$ cat config.mk
export PLATFORM = sky130hd
export DESIGN_NAME = lcd_frame_seq
export DESIGN_NICKNAME = d
export VERILOG_FILES = /design/src/rtl/lcdseq_pkg.sv /design/src/rtl/lcdseq_addr_window.sv /design/src/rtl/lcdseq_pal_loader.sv /design/src/rtl/lcdseq_frame_sizer.sv /design/src/rtl/lcd_frame_seq.sv
export SDC_FILE = /design/constraint.sdc
export NUM_CORES = 1
export LEC_CHECK = 0
export BUFFER_PORTS_ARGS = -buffer_cell sky130_fd_sc_hd__buf_2
export CAP_MARGIN = 25
export CORE_ASPECT_RATIO = 1.2
export CORE_MARGIN = 5
export CORE_UTILIZATION = 25
export DETAILED_ROUTE_END_ITERATION = 12
export PLACE_DENSITY = 0.45
export SLEW_MARGIN = 10
export SYNTH_ARGS = -nofsm -noshare
export SYNTH_HDL_FRONTEND = slang
export SYNTH_HIERARCHICAL = 1
export SYNTH_SLANG_ARGS = --single-unit
$ cat constraint.sdc
create_clock -name clk -period 15.9 [get_ports clk]
set_input_delay 3.975 -clock clk [delete_from_list [all_inputs] [get_ports clk]]
set_output_delay 3.975 -clock clk [all_outputs]
set_load 0.02 [all_outputs]
$ cat src/rtl/lcdseq_pkg.sv
package lcdseq_pkg;

    typedef enum logic [2:0] {
        ST_IDLE,
        ST_CHECK,
        ST_PAL,
        ST_DECODE,
        ST_SIZE,
        ST_RUN
    } seq_state_e;

    localparam logic [1:0] LOAD_NO_OUTPUT  = 2'd1;
    localparam logic [1:0] LOAD_NO_PALETTE = 2'd2;

    // position of the 3-bit depth code inside palette word 0
    localparam int DEPTH_LSB = 12;

    typedef struct packed {
        logic       ok;          // code names a supported depth
        logic [4:0] bpp;         // bits per pixel
        logic       low_colour;  // 16-bit pixels hold 12-bit colour
        logic       wide_hdr;    // full palette precedes pixel data
    } depth_t;

    function automatic depth_t decode_depth(input logic [2:0] code, input logic tft);
        depth_t d;
        d = '0;
        unique case (code)
            3'd0: d.ok = 1'b0;
            3'd1: begin d.ok = 1'b1; d.bpp = 5'd2; end
            3'd2: begin d.ok = 1'b1; d.bpp = 5'd4; end
            3'd3: begin d.ok = 1'b1; d.bpp = 5'd8; d.wide_hdr = 1'b1; end
            default: begin
                d.ok         = 1'b1;
                d.bpp        = 5'd16;
                d.wide_hdr   = 1'b1;
                d.low_colour = ~tft;
            end
        endcase
        return d;
    endfunction

endpackage

$ cat src/rtl/lcdseq_addr_window.sv
module lcdseq_addr_window #(
    parameter int             AW = 32,
    parameter int             N  = 4,
    parameter logic [AW-1:0]  LO = 32'h1000_0000,
    parameter logic [AW-1:0]  HI = 32'h1FFF_FFFF
) (
    input  logic [N-1:0][AW-1:0] addrs,
    input  logic [N-1:0]         check_mask,
    output logic                 all_ok
);
    logic [N-1:0] bad;

    for (genvar i = 0; i < N; i++) begin : g_addr
        assign bad[i] = check_mask[i] && ((addrs[i] < LO) || (addrs[i] > HI));
    end

    assign all_ok = ~|bad;
endmodule

$ cat src/rtl/lcdseq_pal_loader.sv
module lcdseq_pal_loader
    import lcdseq_pkg::*;
#(
    parameter int AW    = 32,
    parameter int DW    = 16,
    parameter int PAL_N = 256,
    localparam int PIW  = $clog2(PAL_N)
) (
    input  logic           clk,
    input  logic           rst,
    input  logic           start,
    input  logic           abort,
    input  logic [AW-1:0]  base,
    output logic           rd_valid,
    input  logic           rd_ready,
    output logic [AW-1:0]  rd_addr,
    input  logic           rsp_valid,
    input  logic [DW-1:0]  rsp_data,
    output logic           pal_we,
    output logic [PIW-1:0] pal_idx,
    output logic [DW-1:0]  pal_data,
    output logic           load_done,
    output logic [2:0]     hdr_code
);
    localparam int             BPW  = DW / 8;
    localparam logic [PIW-1:0] LAST = PIW'(PAL_N - 1);

    logic           busy;
    logic           waiting;
    logic [PIW-1:0] idx;
    logic [AW-1:0]  base_q;
    logic           accept;

    assign rd_valid  = busy & ~waiting;
    assign rd_addr   = base_q + AW'(idx) * AW'(BPW);
    assign accept    = busy & waiting & rsp_valid;
    assign pal_we    = accept;
    assign pal_idx   = idx;
    assign pal_data  = rsp_data;
    assign load_done = accept && (idx == LAST);

    always_ff @(posedge clk) begin
        if (rst) begin
            busy     <= 1'b0;
            waiting  <= 1'b0;
            idx      <= '0;
            base_q   <= '0;
            hdr_code <= '0;
        end else if (abort) begin
            busy    <= 1'b0;
            waiting <= 1'b0;
        end else if (start) begin
            busy    <= 1'b1;
            waiting <= 1'b0;
            idx     <= '0;
            base_q  <= base;
        end else begin
            if (rd_valid && rd_ready) begin
                waiting <= 1'b1;
            end
            if (accept) begin
                waiting <= 1'b0;
                if (idx == '0) begin
                    hdr_code <= rsp_data[DEPTH_LSB +: 3];
                end
                if (idx == LAST) begin
                    busy <= 1'b0;
                end else begin
                    idx <= idx + 1'b1;
                end
            end
        end
    end
endmodule

$ cat src/rtl/lcdseq_frame_sizer.sv
module lcdseq_frame_sizer
    import lcdseq_pkg::*;
#(
    parameter int AW        = 32,
    parameter int CW        = 10,
    parameter int PAL_BYTES = 512,
    parameter int SHORT_OFF = 32
) (
    input  logic [2:0]    code,
    input  logic          tft,
    input  logic [1:0]    mode,
    input  logic [CW-1:0] w_m1,
    input  logic [CW-1:0] h_m1,
    input  logic [AW-1:0] top,
    input  logic [AW-1:0] bot,
    output depth_t        dep,
    output logic [AW-1:0] offset,
    output logic          fits
);
    localparam int NW = AW + 2 * CW + 8;

    logic [NW-1:0] wv, hv, pix_bits, need;

    assign dep = decode_depth(code, tft);

    always_comb begin
        if (mode == LOAD_NO_PALETTE) begin
            offset = '0;
        end else if (dep.wide_hdr) begin
            offset = AW'(PAL_BYTES);
        end else begin
            offset = AW'(SHORT_OFF);
        end
    end

    assign wv       = NW'(w_m1) + NW'(1);
    assign hv       = NW'(h_m1) + NW'(1);
    assign pix_bits = wv * hv * NW'(dep.bpp);
    assign need     = NW'(offset) + (pix_bits >> 3);
    assign fits     = (need + NW'(top)) <= (NW'(bot) + NW'(2));
endmodule

$ cat src/rtl/lcd_frame_seq.sv
module lcd_frame_seq
    import lcdseq_pkg::*;
#(
    parameter int            AW        = 32,
    parameter int            DW        = 16,
    parameter int            CW        = 10,
    parameter int            PAL_N     = 256,
    parameter int            SHORT_OFF = 32,
    parameter logic [AW-1:0] MEM_LO    = 32'h1000_0000,
    parameter logic [AW-1:0] MEM_HI    = 32'h1FFF_FFFF,
    localparam int           PIW       = $clog2(PAL_N)
) (
    input  logic           clk,
    input  logic           rst,
    input  logic           cfg_enable,
    input  logic [1:0]     cfg_mode,
    input  logic           cfg_tft,
    input  logic [CW-1:0]  cfg_width_m1,
    input  logic [CW-1:0]  cfg_height_m1,
    input  logic           sub_en,
    input  logic           sub_first,
    input  logic [CW-1:0]  sub_lines,
    input  logic           frame_tick,
    input  logic           dma_dual,
    input  logic [1:0]     dma_ie,
    input  logic [AW-1:0]  dma_top0,
    input  logic [AW-1:0]  dma_bot0,
    input  logic [AW-1:0]  dma_top1,
    input  logic [AW-1:0]  dma_bot1,
    output logic [2:0]     dma_cond_set,
    output logic           dma_irq,
    output logic           rd_valid,
    input  logic           rd_ready,
    output logic [AW-1:0]  rd_addr,
    input  logic           rsp_valid,
    input  logic [DW-1:0]  rsp_data,
    output logic           pal_we,
    output logic [PIW-1:0] pal_idx,
    output logic [DW-1:0]  pal_data,
    output logic           frame_go,
    output logic [AW-1:0]  frame_addr,
    output logic [4:0]     frame_bpp,
    output logic           frame_12b,
    output logic [CW-1:0]  frame_first,
    output logic [CW:0]    frame_lines,
    output logic           frame_buf,
    output logic           ctl_on,
    output logic           pal_done,
    output logic           frame_done,
    output logic           sync_err
);
    localparam int PAL_BYTES = PAL_N * (DW / 8);

    seq_state_e    st;
    logic          en_q;
    logic          en_rise;
    logic          en_fall;
    logic          cur_buf;
    logic          addr_ok;
    logic          load_start;
    logic          load_done;
    logic [2:0]    hdr_code;
    logic [AW-1:0] cur_top;
    logic [AW-1:0] cur_bot;
    depth_t        dep;
    logic [AW-1:0] offset;
    logic          fits;

    assign en_rise = cfg_enable & ~en_q;
    assign en_fall = ~cfg_enable & en_q;
    assign cur_top = cur_buf ? dma_top1 : dma_top0;
    assign cur_bot = cur_buf ? dma_bot1 : dma_bot0;

    assign load_start = (st == ST_RUN) && frame_tick &&
                        (cfg_mode != LOAD_NO_OUTPUT) && (cfg_mode != LOAD_NO_PALETTE);

    lcdseq_addr_window #(
        .AW (AW),
        .N  (4),
        .LO (MEM_LO),
        .HI (MEM_HI)
    ) u_window (
        .addrs      ({dma_bot1, dma_top1, dma_bot0, dma_top0}),
        .check_mask ({dma_dual, dma_dual, 2'b11}),
        .all_ok     (addr_ok)
    );

    lcdseq_pal_loader #(
        .AW    (AW),
        .DW    (DW),
        .PAL_N (PAL_N)
    ) u_loader (
        .clk       (clk),
        .rst       (rst),
        .start     (load_start),
        .abort     (en_fall),
        .base      (cur_top),
        .rd_valid  (rd_valid),
        .rd_ready  (rd_ready),
        .rd_addr   (rd_addr),
        .rsp_valid (rsp_valid),
        .rsp_data  (rsp_data),
        .pal_we    (pal_we),
        .pal_idx   (pal_idx),
        .pal_data  (pal_data),
        .load_done (load_done),
        .hdr_code  (hdr_code)
    );

    lcdseq_frame_sizer #(
        .AW        (AW),
        .CW        (CW),
        .PAL_BYTES (PAL_BYTES),
        .SHORT_OFF (SHORT_OFF)
    ) u_sizer (
        .code   (hdr_code),
        .tft    (cfg_tft),
        .mode   (cfg_mode),
        .w_m1   (cfg_width_m1),
        .h_m1   (cfg_height_m1),
        .top    (cur_top),
        .bot    (cur_bot),
        .dep    (dep),
        .offset (offset),
        .fits   (fits)
    );

    always_ff @(posedge clk) begin
        if (rst) begin
            st           <= ST_IDLE;
            en_q         <= 1'b0;
            ctl_on       <= 1'b0;
            sync_err     <= 1'b0;
            pal_done     <= 1'b0;
            frame_done   <= 1'b0;
            cur_buf      <= 1'b0;
            dma_cond_set <= '0;
            dma_irq      <= 1'b0;
            frame_go     <= 1'b0;
            frame_addr   <= '0;
            frame_bpp    <= '0;
            frame_12b    <= 1'b0;
            frame_first  <= '0;
            frame_lines  <= '0;
            frame_buf    <= 1'b0;
        end else begin
            en_q         <= cfg_enable;
            dma_cond_set <= '0;
            dma_irq      <= 1'b0;
            frame_go     <= 1'b0;
            if (en_fall) begin
                st       <= ST_IDLE;
                ctl_on   <= 1'b0;
                sync_err <= 1'b0;
                cur_buf  <= 1'b0;
                if (cfg_mode != LOAD_NO_OUTPUT) begin
                    frame_done <= 1'b1;
                end
            end else begin
                unique case (st)
                    ST_IDLE: begin
                        if (en_rise) begin
                            ctl_on     <= 1'b1;
                            frame_done <= 1'b0;
                            pal_done   <= 1'b0;
                            cur_buf    <= 1'b0;
                            st         <= ST_CHECK;
                        end
                    end
                    ST_CHECK: begin
                        if (!addr_ok) begin
                            dma_cond_set[2] <= 1'b1;
                            dma_irq         <= dma_ie[1];
                            ctl_on          <= 1'b0;
                            st              <= ST_IDLE;
                        end else begin
                            st <= ST_RUN;
                        end
                    end
                    ST_RUN: begin
                        if (frame_tick && (cfg_mode != LOAD_NO_OUTPUT)) begin
                            st <= (cfg_mode == LOAD_NO_PALETTE) ? ST_DECODE : ST_PAL;
                        end
                    end
                    ST_PAL: begin
                        if (load_done) begin
                            pal_done <= 1'b1;
                            st       <= ST_DECODE;
                        end
                    end
                    ST_DECODE: begin
                        st <= dep.ok ? ST_SIZE : ST_RUN;
                    end
                    ST_SIZE: begin
                        if (!fits) begin
                            sync_err <= 1'b1;
                            ctl_on   <= 1'b0;
                            st       <= ST_IDLE;
                        end else begin
                            frame_go   <= 1'b1;
                            frame_addr <= cur_top + offset;
                            frame_bpp  <= dep.bpp;
                            frame_12b  <= dep.low_colour;
                            frame_buf  <= cur_buf;
                            if (sub_en && sub_first) begin
                                frame_first <= sub_lines;
                            end else begin
                                frame_first <= '0;
                            end
                            if (sub_en && !sub_first) begin
                                frame_lines <= {1'b0, sub_lines};
                            end else begin
                                frame_lines <= {1'b0, cfg_height_m1} + 1'b1;
                            end
                            dma_cond_set[{1'b0, cur_buf}] <= 1'b1;
                            dma_irq    <= dma_ie[0];
                            if (dma_dual) begin
                                cur_buf <= ~cur_buf;
                            end
                            st <= ST_RUN;
                        end
                    end
                    default: st <= ST_IDLE;
                endcase
            end
        end
    end
endmodule

==> results by group <==
Status
  • Status: completed

Critical path
  • R2R cell count: 43
  • Max FO, Critical Path: 7
  • CP most frequent cell: fa_1
  • Slowest cell on crit path: fa_1
  • CP delay by family, top: adder cells
  • FF-to-FF End: frame_addr[23]
  • CP endpoint kind: register
  • Critical Path AT: ~16 ns
  • Worst Path Required: 16.25 ns
  • Setup CP Type: input port to register
  • Startpoint Class: input port
  • Crit path to: frame_addr[23]
  • R2R Setup Slk: a little under 6 ns
  • Levels on crit path: 61
  • Critical path buffer and inverter count: 10
  • CP startpoint: cfg_height_m1[2]
  • Largest stage delay, worst path: 0.55 ns
  • Reg-to-reg critical path startpoint: u_loader/hdr_code[2]

Timing
  • Rel. slew slack: roughly two fifths
  • Total negative slack: 0 ns
  • RSZ-0062 raised after global routing: yes
  • Worst slew pin tran: roughly 0.92 ns
  • Final min period: approximately 16 ns
  • Final period util: between 90 and 100%
  • Final hold vios: 0
  • Peak Freq: roughly 0.063 GHz
  • Clock Skew: approximately 0.0092 ns
  • Slew Viols, Final: 0
  • Final setup viols: 0

Synth
  • Post-synthesis sequential area ratio: approximately 13%
  • Mapped Area: 18600 um^2
  • Synth area leaders: ha_1, fa_1, dfxtp_1
  • Top_reg_cell synth: dfxtp_1
  • Ys async rst share: 0%
  • Mapped Cells: 2360
  • Avg Synthesized Cell Area: about 7.9 um^2
  • Most frequent cell after synthesis: nand2_1
  • Number of synthesized flops with an enable pin: 0
  • Synth area leader: ha_1
  • YS warnings: 6
  • Share of the synthesized area in the top cell type: 14.6%
  • Commonest cells in the netlist: nand2_1, nor2_1, ha_1, inv_1, a21oi_1
  • #FFs+latches synth: between 100 and 150
  • Synth unique cells: 95

Global routing
  • Total GRT Usage: between 10% and 20%
  • Vias in the first global route: about 19000
  • GRT overflow: 0
  • Initial antenna violation count: 4
  • Global-route wire length before repair: 102000 um
  • Largest net degree at the start of global routing: 57

Cells and area
  • Syn-to-layout area delta: 37.5%
  • Final nets: 3440
  • Final instance area: around 26000 um^2
  • Layout cells sized above 1: between 30% and 40%
  • Final Non-Filler Cells: between 3000 and 4000
  • Post-Route Utilization: 34.7%
  • FILL cells: between 7000 and 8000

Power
  • Internal: between 1000 and 1500 uW
  • Worst IR Drop VDD: 0.000112 V
  • Clock share of power: between 15 and 20%
  • Sequential power share: a little over an eighth
  • PwrDens: about 90 nW/um^2
  • Leak pwr: approximately 0.012 uW
  • Power, Total: approximately 2300 uW
  • Switching share of power: 41.7%
  • Share of total power in combinational logic: a little over two thirds
  • Sw Pwr: 938 uW

Routing
  • DR vias: about 18000
  • Initial drt markers: between 700 and 800
  • Final ANT Viol Nets: 0
  • DRC viols: 0
  • Initial DRT Pass Iterations: 5
  • Vias per cell: 4.71
  • Routed WL per cell: around 17 um
  • Total Wirelength: 67800 um

Clocking
  • Skew-Pair Late Insertion Delay: 0.43 ns
  • Clock transition at path regs: 0.06 ns
  • Clk sinks: 119
  • CTS tree: done
  • Max clock buf depth: 2
  • CTS root buf: clkbuf_16
  • Hold_buf cts: 0
  • CTS H-tree depth: 4
  • Number of buffers created by CTS: 17

Floorplan
  • Rows: approximately 110
  • Die Y-Extent: about 310 um
  • Ports: between 300 and 400
  • Area of the die: approximately 80000 um^2
  • Initial core utilization: about 25%
  • CORE AREA: around 74000 um^2
  • Die width: approximately 260 um

Worst hold path
  • Hold Crit Class: register to register

Place
  • Placer Congestion: roughly 0.9
  • HPWL after detailed placement: roughly 56000 um
  • I/O Buffers: 288
  • Cell Area, Placed: 23200 um^2
  • Placed Cells: a little under 4000

Flow run
  • Max_cap viols: 0
-- metal layers --
metal	routed length, um	part of all wire, %	global-route usage (%)	vias up
li1	-	-	-	9104
met1	27100	40	18.3	8919
met2	35500	52	30.4	396
met3	2970	4.4	1.95	71
met4	2200	3.2	5.10	6
met5	54	0.080	0	-
-- state kept, by name (all words and copies together), names as in the netlist, 3 cells and up --
signal	flops
u_loader/pal_idx	8
u_loader/base_q	32
dma_cond_set	3
frame_first	10
frame_lines	11
st	3
frame_addr	32
u_loader/hdr_code	3
frame_bpp	5
-- metrics by stage --
stage	hold WS, ns	setup slack (ns)
finish	0.452	0.110
global route	0.468	-0.383
CTS	0.457	0.00648
detailed placement	0.442	-1.14
global placement	0.434	-1.05
floorplan	0.437	0.0189
-- what timing repair did --
action	CTS	global route
cloned	0	7
hold endpoints to repair	0	0
pin swaps	32	157
buffers inserted	6	33
endpoints found under the setup margin	67	69
resized for setup	56	230
-- cell type report --
cell class,count,area (um^2),share of cell area [%]
Multi-Input combinational cell,1945,16400,63.9
Timing Repair Buffer,631,4310,16.8
Sequential cell,119,2390,9.31
Tap cell,999,1250,4.88
Inverter,196,738,2.88
Clock buffer,19,433,1.69
Clock inverter,13,123,0.479
Antenna cell,1,2.50,0.00977
-- cell usage in the layout (no fill, tap or decap), drive strengths merged, types with 6 or more instances in the layout --
cell type    n
buf        627
nand2      282
nor2       231
ha         218
inv        199
a21oi      185
fa         124
dfxtp      119
xnor2      106
xor2        90
o21ai       73
mux2        63
nand3       60
a21o        54
and3        41
nand4       35
conb        34
a211oi      30
nor3        28
nand2b      26
or2         26
clkbuf      23
and2        22
o211ai      20
nor2b       20
o21bai      13
o21a        12
a31oi       12
a22o        11
and4        10
or3          9
mux2i        8
nor4         7
o2111ai      6
or4b         6
o31ai        6
-- power groups by stage --
stage	clock network (uW)	registers, uW	logic, uW
after global routing	389	301	1750
after global placement	0	308	1290
after detailed placement	0	308	1290
after floorplan	0	308	777
after CTS	378	301	1380
final	369	301	1580
-- cell families (layout without fill, tap and decap cells) --
kind of cell	after synthesis	after routing	synth area share (%)
simple gates	819	820	20.7
compound gates	482	482	17.3
fa+ha+maj	342	342	28.0
buf+inv	329	859	7.81
xor+xnor	196	196	9.21
flops	119	119	12.8
mux	71	71	4.24
other cells	2	35	0.0403
-- worst min-delay path, stage by stage, from the launching register on --
cell and delay (ns):
dfxtp_1 0.30, nand2_1 0.05, a21oi_1 0.05
-- worst min-delay path by stage --
stage | from | to | cells past startpoint
6_report | u_loader/base_q[0] | u_loader/base_q[0] | 2
5_1_grt | frame_addr[30] | frame_addr[30] | 2
4_1_cts | u_loader/base_q[0] | u_loader/base_q[0] | 2
3_5_place_dp | frame_buf | frame_buf | 1
3_3_place_gp | frame_buf | frame_buf | 1
2_1_floorplan | u_loader/base_q[0] | u_loader/base_q[0] | 2
(Power assumes the default switching activity.)
